<file path="src/rtl/binary32_round_pack.sv">
module binary32_round_pack #(
  parameter int SIG_W = 28,
  parameter int EXP_W = 10
) (
  input  logic                    clk,
  input  logic                    rst_n,
  input  logic                    in_valid,
  output logic                    in_ready,
  input  logic                    in_sign,
  input  logic signed [EXP_W-1:0] in_exp,
  input  logic [SIG_W-1:0]        in_sig,
  input  logic                    in_nv,
  input  logic                    in_dz,
  input  logic [1:0]              rnd_mode,
  input  logic                    flush_en,
  output logic                    out_valid,
  input  logic                    out_ready,
  output logic [31:0]             out_word,
  output logic [4:0]              out_flags
);
  localparam int LZW = $clog2(SIG_W + 1);
  localparam int BW  = EXP_W + 3;

  logic [LZW-1:0]        lzc, sh;
  logic [SIG_W-1:0]      norm, shifted, pre;
  logic signed [BW-1:0]  be, shw, exp_n;
  logic                  tiny, lost, grd, stk, inexact, inc, ovf, to_inf, is_zero;
  logic [23:0]           mant;
  logic [24:0]           rnd;
  logic [22:0]           frac_n;
  logic [31:0]           word_c;
  logic [2:0]            fl_c;

  always_comb begin
    lzc = LZW'(SIG_W);
    for (int i = 0; i < SIG_W; i++)
      if (in_sig[i]) lzc = LZW'(SIG_W - 1 - i);
  end

  assign is_zero = (in_sig == '0);
  assign norm    = in_sig << lzc;
  assign be      = BW'(in_exp) - BW'(lzc) + BW'(127);
  assign tiny    = (be < 1);
  assign shw     = BW'(1) - be;
  assign sh      = (shw > SIG_W) ? LZW'(SIG_W) : shw[LZW-1:0];
  assign shifted = norm >> sh;
  assign lost    = |(norm & ~({SIG_W{1'b1}} << sh));
  assign pre     = tiny ? shifted : norm;

  assign mant    = pre[SIG_W-1 -: 24];
  assign grd     = pre[SIG_W-25];
  assign stk     = (|pre[SIG_W-26:0]) | (tiny & lost);
  assign inexact = grd | stk;

  always_comb begin
    case (rnd_mode)
      2'b00:   inc = grd & (stk | mant[0]);
      2'b01:   inc = 1'b0;
      2'b10:   inc = ~in_sign & inexact;
      default: inc = in_sign & inexact;
    endcase
  end

  assign rnd    = {1'b0, mant} + 25'(inc);
  assign exp_n  = be + BW'(rnd[24]);
  assign frac_n = rnd[24] ? rnd[23:1] : rnd[22:0];
  assign ovf    = ~tiny & (exp_n >= 255);
  assign to_inf = (rnd_mode == 2'b00) | (rnd_mode == 2'b10 & ~in_sign) |
                  (rnd_mode == 2'b11 & in_sign);

  always_comb begin
    word_c = {in_sign, 31'b0};
    fl_c   = 3'b000;
    if (is_zero) begin
      word_c = {in_sign, 31'b0};
    end else if (tiny && flush_en) begin
      fl_c   = 3'b011;
    end else if (ovf) begin
      word_c = to_inf ? {in_sign, 8'hFF, 23'h0} : {in_sign, 8'hFE, 23'h7FFFFF};
      fl_c   = 3'b101;
    end else if (tiny) begin
      word_c = {in_sign, 7'b0, rnd[23], rnd[22:0]};
      fl_c   = {1'b0, inexact, inexact};
    end else begin
      word_c = {in_sign, exp_n[7:0], frac_n};
      fl_c   = {2'b00, inexact};
    end
  end

  assign in_ready = ~out_valid | out_ready;

  always_ff @(posedge clk or negedge rst_n) begin
    if (!rst_n) begin
      out_valid <= 1'b0;
      out_word  <= '0;
      out_flags <= '0;
    end else if (in_ready) begin
      out_valid <= in_valid;
      if (in_valid) begin
        out_word  <= word_c;
        out_flags <= {in_nv, in_dz, fl_c};
      end
    end
  end

  p_hold_r11: assert property (@(posedge clk) disable iff (!rst_n)
    out_valid && !out_ready |=> out_valid && $stable(out_word) && $stable(out_flags));

  p_pass_r10: assert property (@(posedge clk) disable iff (!rst_n)
    in_valid && in_ready |=> out_flags[4:3] == $past({in_nv, in_dz}));

  p_no_nan_r4: assert property (@(posedge clk) disable iff (!rst_n)
    out_valid && out_word[30:23] == 8'hFF |-> out_word[22:0] == 23'h0 && out_flags[2]);

  p_uf_tiny_r7: assert property (@(posedge clk) disable iff (!rst_n)
    out_valid && out_flags[1] |-> out_flags[0] && out_word[30:24] == 7'h0);

  p_no_overflow_r8: assert property (@(posedge clk) disable iff (!rst_n)
    out_valid && out_flags[2] |-> out_flags[0]);
endmodule

</file>
<file path="config.mk">
export PLATFORM = sky130hd
export DESIGN_NAME = binary32_round_pack
export DESIGN_NICKNAME = d
export VERILOG_FILES = /design/src/rtl/binary32_round_pack.sv
export SDC_FILE = /design/constraint.sdc
export NUM_CORES = 1
export LEC_CHECK = 0
export BUFFER_PORTS_ARGS = -buffer_cell sky130_fd_sc_hd__buf_2
export CAP_MARGIN = 0
export CELL_PAD_IN_SITES_DETAIL_PLACEMENT = 0
export CELL_PAD_IN_SITES_GLOBAL_PLACEMENT = 1
export CORE_UTILIZATION = 41
export CTS_CLUSTER_SIZE = 12
export DETAILED_ROUTE_END_ITERATION = 10
export HOLD_SLACK_MARGIN = 0.1
export PLACE_DENSITY_LB_ADDON = 0.08
export SETUP_SLACK_MARGIN = 0.05
export SLEW_MARGIN = 15
export SYNTH_ARGS = -nofsm -noshare
export SYNTH_HDL_FRONTEND = slang
export SYNTH_SLANG_ARGS = --single-unit
export TNS_END_PERCENT = 50
</file>
<file path="constraint.sdc">
create_clock -name clk -period 1.95 [get_ports clk]
set_input_delay 0.39 -clock clk [delete_from_list [all_inputs] [get_ports clk]]
set_output_delay 0.39 -clock clk [all_outputs]
set_load 0.005 [all_outputs]
</file>
==> out/qor.yml, run 1 <==
hold_viol: 0
setup_violations: 34
syn_inst: 1191
worstRegToRegCells: 6
yosysWarnings: 0
drt_iter0_drc: 1360
num_vias: 12635
synth_nets: 1263
fin_crit_sh_pct: 482.2
synth_top_area_cell: "dfrtp_1"
yosysUniqueCellTypes: 116
syn2layout_area_growth_pct: 66.85
reg2reg_slack_ps: -120
clock_path_buffers: 2
final_max_slew_viol_count: 0
die_w_um: 145.3
dp_hpwl_um: 34990
grt_pass1_vias: 12497
setup_slack_ps: -7452
worstSkewPairLatency_ps: 280
p_leak_nw: 6.136
holdCritPathClass: "in -> async"
mappedNetlistArea_mm2: 0.008424
ir_worst_vdd_mv: 0.3567
overflow: 0
cp-start-kind: "input port"
max_stage_delay_ps: 570
fmax_mhz: 106.4
synth_area_leaders: "dfrtp_1 11%, nand2_1 5.8%, nor2_1 5.3%"
htreeDepth: 2
grt_max_degree: 39
clock_skew_ps: 3.675
drc: 0
routabilityCongestion: 1.089
die-area_mm2: 0.02112
finalWirelength_um: 44160
synth_seq_cells: 38
antenna_left: 0
r2r_end: "out_word[10]$_DFFE_PN0P_"
rsz0062_at_grt: "true"
timing.final.crit_period_ps: 9402
run_status: "finished, violations left"
synth-seq-area-share_pct: 11.29
crit_slowest_cell: "or4b_4"
die_y_um: 145.3
p_per_area_mw_per_mm2: 683.5
layout_common_cells: "520 x buf_4, 127 x nand2_1, 108 x nor2_1"
num_rows: 52
via_per_inst: 6.255
cts_buffers: 5
path_clk_slew_ps: 50
hold_ws_ps: 147.4
violations: "setup timing"
final_common_cell: "buf_4"
io_pins: 87
grt_use_total_pct: 41.00
crit_path_end_kind: "register"
grt_pass1_wl_um: 68760
synthFlopType: "dfrtp_1"
layout.nets: 1821
antenna_found_initial: 1
cts_tree: "built"
critical_path_class: "in -> reg"
clkSinkCount: 38
first_pass_iters: 5
crit_path_max_fanout: 8
cap_violations: 0
nFillCells: 1688
wire_per_inst_um: 21.86
tightest_slew_ps: 711.9
coreArea_mm2: 0.02017
postSynthAreaPerCell_um2: 7.073
critical_path_arrival_ps: 9580
dp_slack_ps: -7995
diodes: 0
initial_utilization_pct: 41.77
port_buffers: 86
slew_headroom_pct: 52.14
cts_hold_buffers: 0
drive_above_1_share_pct: 48.80
worstReg2RegStart: "out_valid$_DFFE_PN0N_"
required_ps: 2130
async_flop_share_pct: 100.0
yosysTopAreaCellShare_pct: 11.29
synth_edf_count: 0
cts-root-buf: "clkbuf_16"
-- report_power, final --
part	total [mW]	internal, mW	switching [mW]	leakage [nW]
clock network	0.799	0.506	0.293	0.0739
registers	1.09	0.987	0.104	0.477
logic	7.72	3.46	4.26	5.58
-- cell type report --
class                   instances  area, µm²  share of cell area (%)
multi-input cells            1048       7821                   55.64
repair buffers                627       4682                   33.31
flip-flops and latches         38      950.9                   6.765
well taps                     270      337.8                   2.403
clock buffers                   7      142.6                   1.015
inverters                      29      116.4                  0.8278
clock inverters                 1      5.005                 0.03561
-- worst max path at each step --
stage                from                        to  slack (ps)
2_1_floorplan  in_sig[15]  out_word[10]$_DFFE_PN0P_       -7760
3_3_place_gp   in_sig[20]  out_word[22]$_DFFE_PN0P_       -7870
3_5_place_dp   in_sig[20]  out_word[10]$_DFFE_PN0P_       -7990
4_1_cts        in_sig[13]  out_word[10]$_DFFE_PN0P_       -7130
5_1_grt        in_sig[14]  out_word[10]$_DFFE_PN0P_       -7780
6_report       in_sig[15]  out_word[10]$_DFFE_PN0P_       -7450
-- critical path: cells and delay by family --
| kind | cells | cell delay, ps |
|---|---|---|
| adder cells (fa/ha/maj) | 7 | 1500 |
| buffers and inverters | 7 | 1020 |
| AO/OA/AOI/OAI | 16 | 3360 |
| AND/OR/NAND/NOR | 19 | 3270 |
-- kinds of logic (layout without fill, tap and decap cells) --
family                   Yosys count  in the layout  synth area share, %
AO/OA/AOI/OAI                    450            450                40.38
AND/OR/NAND/NOR                  509            509                31.19
multiplexers                      26             26                3.416
flip-flops                        38             38                11.29
adder cells (fa/ha/maj)           25             25                3.773
XOR/XNOR                          38             38                4.040
buffers and inverters            105            664                5.911
-- repair_timing --
action                     4_1_cts  5_1_grt
setup endpoints to repair       34       34
pin swaps                       61       58
hold endpoints to repair         0        0
cloned                           1        0
setup buffers                   26       15
gates resized for setup         94       67
-- flip-flops by register name (all words and copies together), names as in the netlist --
signal / count
out_valid: 1
out_flags: 5
out_word: 32
-- layer usage --
metal | global-route usage [%] | vias up | wire length, µm
met5 | 0 | - | 17
met4 | 17.42 | 2 | 2021
met3 | 8.182 | 170 | 4531
met2 | 67.33 | 758 | 19820
met1 | 52.26 | 5979 | 17770
li1 | - | 5726 | -
-- through the flow --
stage | total power [mW] | setup TNS (ps) | instance area, µm² | util, % | std cells
finish | 9.608 | -239710 | 14060 | 69.69 | 2020
global route | 10.02 | -250750 | 14060 | 69.69 | 2020
CTS | 9.055 | -230830 | 13650 | 67.68 | 2006
detailed placement | 7.879 | -258880 | 12860 | 63.75 | 1971
global placement | 7.826 | -255090 | 12860 | 63.75 | 1971
floorplan | 4.383 | -247960 | 8713 | - | 1191
-- Yosys cell counts, types with 13 or more instances --
cell and n:
o21ai_0 69, a21oi_1 84, nand3_1 73, ha_1 23
xnor2_1 23, nand4_1 22, nor3_1 48, nand2_1 131
nand2b_1 13, clkbuf_1 38, nor2_1 118, buf_2 22
a31oi_1 13, inv_1 26, xor2_1 14, o21ai_1 25
a211oi_1 18, o211ai_1 24, dfrtp_1 38, o22ai_1 23
mux2i_1 15, o31ai_1 16
Note: power is estimated with default switching activity, not from simulation.
==> inputs of run 2 (changes only) <==
--- a/config.mk
+++ b/config.mk
@@ -5,11 +5,10 @@
 export SDC_FILE = /design/constraint.sdc
 export NUM_CORES = 1
 export LEC_CHECK = 0
+export ABC_AREA = 1
 export BUFFER_PORTS_ARGS = -buffer_cell sky130_fd_sc_hd__buf_2
 export CAP_MARGIN = 0
-export CELL_PAD_IN_SITES_DETAIL_PLACEMENT = 0
-export CELL_PAD_IN_SITES_GLOBAL_PLACEMENT = 1
-export CORE_UTILIZATION = 41
+export CORE_UTILIZATION = 55
 export CTS_CLUSTER_SIZE = 12
 export DETAILED_ROUTE_END_ITERATION = 10
 export HOLD_SLACK_MARGIN = 0.1
==> run 2 against run 1 <==
Net effect: the flow now stops in 5_1_grt; synthesized area decreased by 12%; synthesized cell count is 15% higher.
==> out/qor.yml, run 2 <==
clkSinkCount: 38
synthFlopType: "dfrtp_1"
dp.cells: 1887
async_flop_share_pct: 100.0
synth_nets: 1436
grt_use_total_pct: 81.23
initial_utilization_pct: 56.31
cts_buffers: 5
synth-seq-area-share_pct: 12.80
overflow: 60
clock_path_buffers: 2
htreeDepth: 2
die_y_um: 118.2
synth_commonest_cells: "467 x nand2_1, 319 x nand3_1, 104 x inv_1"
synth_area_leaders: "nand2_1 24%, nand3_1 21%, dfrtp_1 13%"
yosysWarnings: 0
synth_top_area_cell: "nand2_1"
run_status: "stopped before the end"
lastStage: "5_1_grt"
grt_max_degree: 41
dp_hpwl_um: 23720
placed_area_mm2: 0.01044
cts_hold_buffers: 0
cts-root-buf: "clkbuf_16"
grt-worst-endpoint: "out_word[1]$_DFFE_PN0P_/D"
mappedNetlistArea_mm2: 0.007427
yosysTopAreaCellShare_pct: 23.60
die_w_um: 118.2
worst-endpoint-pin-kind: "sequential cell input"
syn_inst: 1364
yosysMostFrequentCell: "nand2_1"
routabilityCongestion: 1.135
dp_slack_ps: -7037
yosysUniqueCellTypes: 56
synth_edf_count: 0
error_line: "[ERROR GRT-0232] Routing congestion too high. Check the congestion heatmap in the GUI."
synth_seq_cells: 38
num_rows: 42
io_pins: 87
port_buffers: 86
postSynthAreaPerCell_um2: 5.445
-- run 2: changes by cell type after synthesis, sizes merged, moves of 20 or more --
cell    previous run  this run
nand2            136       487
nand3             74       333
inv               29       116
a21oi             91        31
nor3              53         6
o21ai             94        53
nor2             129       101
o211ai            32         7
o22ai             24         1
a211oi            24         2
o31ai             21         1
-- run 2: kinds of logic after synthesis --
group | share of synthesized area, %
DFF | 12.80
buffers and inverters | 11.03
adders and majority gates | 4.144
xor gates and xnor gates | 2.931
and+or+nand+nor | 59.89
AOI/OAI and AO/OA | 9.198
-- run 2: repair_timing --
action	4_1_cts
cloned	6
endpoints found under the setup margin	34
gates resized for setup	83
setup buffers	44
pin swaps	39
-- run 2: metal layers --
layer  GRT usage (%)  overflow
met1           81.58         1
met2           95.81        29
met3           68.05         2
met4           78.29        28
met5           44.85         0
-- run 2: through the flow --
stage | TNS (ps) | hold WS, ps | utilization, %
after floorplan | -204210 | 94.41 | -
after detailed placement | -232600 | 459.4 | 79.12
after global placement | -220730 | 457.7 | 79.12
after CTS | -217050 | 217.3 | 85.89
==> inputs of run 3 (changes only) <==
--- a/config.mk
+++ b/config.mk
@@ -8,12 +8,9 @@
 export ABC_AREA = 1
 export BUFFER_PORTS_ARGS = -buffer_cell sky130_fd_sc_hd__buf_2
 export CAP_MARGIN = 0
-export CORE_UTILIZATION = 55
-export CTS_CLUSTER_SIZE = 12
+export CORE_UTILIZATION = 40
 export DETAILED_ROUTE_END_ITERATION = 10
-export HOLD_SLACK_MARGIN = 0.1
-export PLACE_DENSITY_LB_ADDON = 0.08
-export SETUP_SLACK_MARGIN = 0.05
+export PLACE_DENSITY_LB_ADDON = 0.15
 export SLEW_MARGIN = 15
 export SYNTH_ARGS = -nofsm -noshare
 export SYNTH_HDL_FRONTEND = slang
==> constraint.sdc (replaced) <==
create_clock -name clk -period 2.5 [get_ports clk]
set_input_delay 0.5 -clock clk [delete_from_list [all_inputs] [get_ports clk]]
set_output_delay 0.5 -clock clk [all_outputs]
set_load 0.005 [all_outputs]
==> run 3 against run 2 <==
Net effect: synthesized cell count unchanged; the flow now finishes, with violations (DRC, setup timing); synthesized area stayed put.
==> out/qor.yml, run 3 <==
run_status: "finished, violations left"
violations: "DRC, setup timing"
layout.nets: 1854
setup_violations: 34
antenna_left: 0
syn_inst: 1364
mappedNetlistArea_mm2: 0.007427
hold_viol: 0
htreeDepth: 2
final_max_slew_viol_count: 0
cts_hold_buffers: 0
seqCellArea_um2: 950.9
initial_utilization_pct: 41.07
async_flop_share_pct: 100.0
largest_reg_flops: 32
crit_path_end_kind: "register"
synth-seq-area-share_pct: 12.80
nFillCells: 1776
antenna_found_initial: 0
coreArea_mm2: 0.01809
port_buffers: 86
die_y_um: 138.3
grt_max_degree: 41
timing.final.crit_period_ps: 8516
synth_area_leaders: "nand2_1 24%, nand3_1 21%, dfrtp_1 13%"
overflow: 0
syn2layout_area_growth_pct: 59.22
p_per_area_mw_per_mm2: 539.9
crit_path_max_fanout: 25
cts_tree: "built"
critical_path_class: "in -> reg"
cts-root-buf: "clkbuf_16"
synth_commonest_cells: "467 x nand2_1, 319 x nand3_1, 104 x inv_1"
yosysTopAreaCellShare_pct: 23.60
cp-start-kind: "input port"
drt_iter0_drc: 943
regMostFlops: "out_word"
drc: 21
finalWirelength_um: 31630
synthFlopType: "dfrtp_1"
die-area_mm2: 0.01912
worstSkewPairLatency_ps: 280
critical_path_arrival_ps: 8690
max_stage_delay_ps: 360
clock_path_buffers: 2
io_pins: 87
hold_ws_ps: 301.8
clock_skew_ps: 3.594
wire_per_inst_um: 15.72
worstRegToRegCells: 9
cap_violations: 0
path_clk_slew_ps: 50
grt_pass1_vias: 10121
tightest_slew_ps: 798.6
p_leak_nw: 6.261
yosysWarnings: 0
grt_pass1_wl_um: 49830
rsz0062_at_grt: "true"
multi_input_area_mm2: 0.006397
ir_worst_vdd_mv: 0.2612
fin_crit_sh_pct: 340.6
total_power_mw: 6.384
synth_edf_count: 0
routabilityCongestion: 1.028
synth_nets: 1436
critical_path.most_common_cell: "nand2_1"
holdCritPathClass: "in -> async"
setup_slack_ps: -6016
grt_use_total_pct: 31.87
layout_common_cells: "418 x nand2_1, 371 x buf_4, 281 x nand3_1"
num_rows: 49
reg.largest.list: "out_word x32, out_flags x5, out_valid x1"
first_pass_iters: 9
via_per_inst: 5.379
drive_above_1_share_pct: 39.32
die_w_um: 138.3
slew_headroom_pct: 46.76
synth_top_area_cell: "nand2_1"
yosysMostFrequentCell: "nand2_1"
fin_util_pct: 65.38
postSynthAreaPerCell_um2: 5.445
required_ps: 2670
synth_seq_cells: 38
cts_buffers: 5
crit_slowest_cell: "fa_2"
num_vias: 10823
final_common_cell: "nand2_1"
fmax_mhz: 117.4
clkSinkCount: 38
yosysUniqueCellTypes: 56
dp_hpwl_um: 24970
dp_slack_ps: -6686
diodes: 0
run 3: what timing repair did:
item,4_1_cts,5_1_grt
setup endpoints to repair,34,34
gates cloned,3,2
buffers inserted,13,12
hold endpoints to repair,0,0
pin swaps,51,53
resized for setup,58,119
run 3: area by class of cell:
cell class	count	area share (%)
timing repair buffer	473	29.31
clock buffer	6	1.174
clock inverter	2	0.5079
tap	229	2.423
inverter	121	4.201
sequential	38	8.041
timing repair inverter	3	0.2434
multi-input combinational	1140	54.10
run 3: final timing paths:
kind                            slack [ps]                       end                      from
max in group asynchronous             1690   out_word[4]$_DFFE_PN0P_                     rst_n
worst min register to register         470  out_flags[4]$_DFFE_PN0P_  out_flags[4]$_DFFE_PN0P_
worst min-delay path                   300  out_word[27]$_DFFE_PN0P_                     rst_n
worst max-delay path                 -6020  out_word[15]$_DFFE_PN0P_                 in_sig[1]
min in group clk                       410  out_flags[3]$_DFFE_PN0P_                     in_dz
worst max register to register        1010  out_word[15]$_DFFE_PN0P_     out_valid$_DFFE_PN0N_
run 3: routing by layer:
layer	global-route usage, %	routed length [µm]
met1	39.97	13360
met2	56.44	15220
met3	3.187	1957
met4	11.83	1084
met5	0	0
run 3: cell families (layout without fill, tap and decap cells):
group           after synthesis  after routing  synth area share, %
xor+xnor                     24             24                2.931
fa+ha+maj                    24             24                4.144
flops                        38             38                12.80
simple gates                976            976                59.89
buf+inv                     186            605                11.03
compound gates              116            116                9.198
run 3: per-stage QoR:
stage | std cells | area [µm²] | setup TNS (ps)
3_5_place_dp | 1975 | 10730 | -220810
2_1_floorplan | 1364 | 7640 | -189250
6_report | 2012 | 11830 | -199580
5_1_grt | 2012 | 11830 | -221610
3_3_place_gp | 1975 | 10730 | -213590
4_1_cts | 1998 | 11240 | -198930
run 3: worst max-delay path, delay by kind of cell:
| kind | cells | cell delay, ps |
|---|---|---|
| and+or+nand+nor | 53 | 4130 |
| adders and majority gates | 7 | 1370 |
| AOI/OAI and AO/OA | 9 | 1280 |
| buffers and inverters | 10 | 1090 |
| xor gates and xnor gates | 2 | 310 |
run 3: power breakdown:
part           leakage (nW)  switching, mW  internal [mW]
registers             0.479         0.0752          0.762
logic                  5.68           2.63           2.08
clock network        0.0971          0.235          0.598
total                  6.26           2.94           3.44
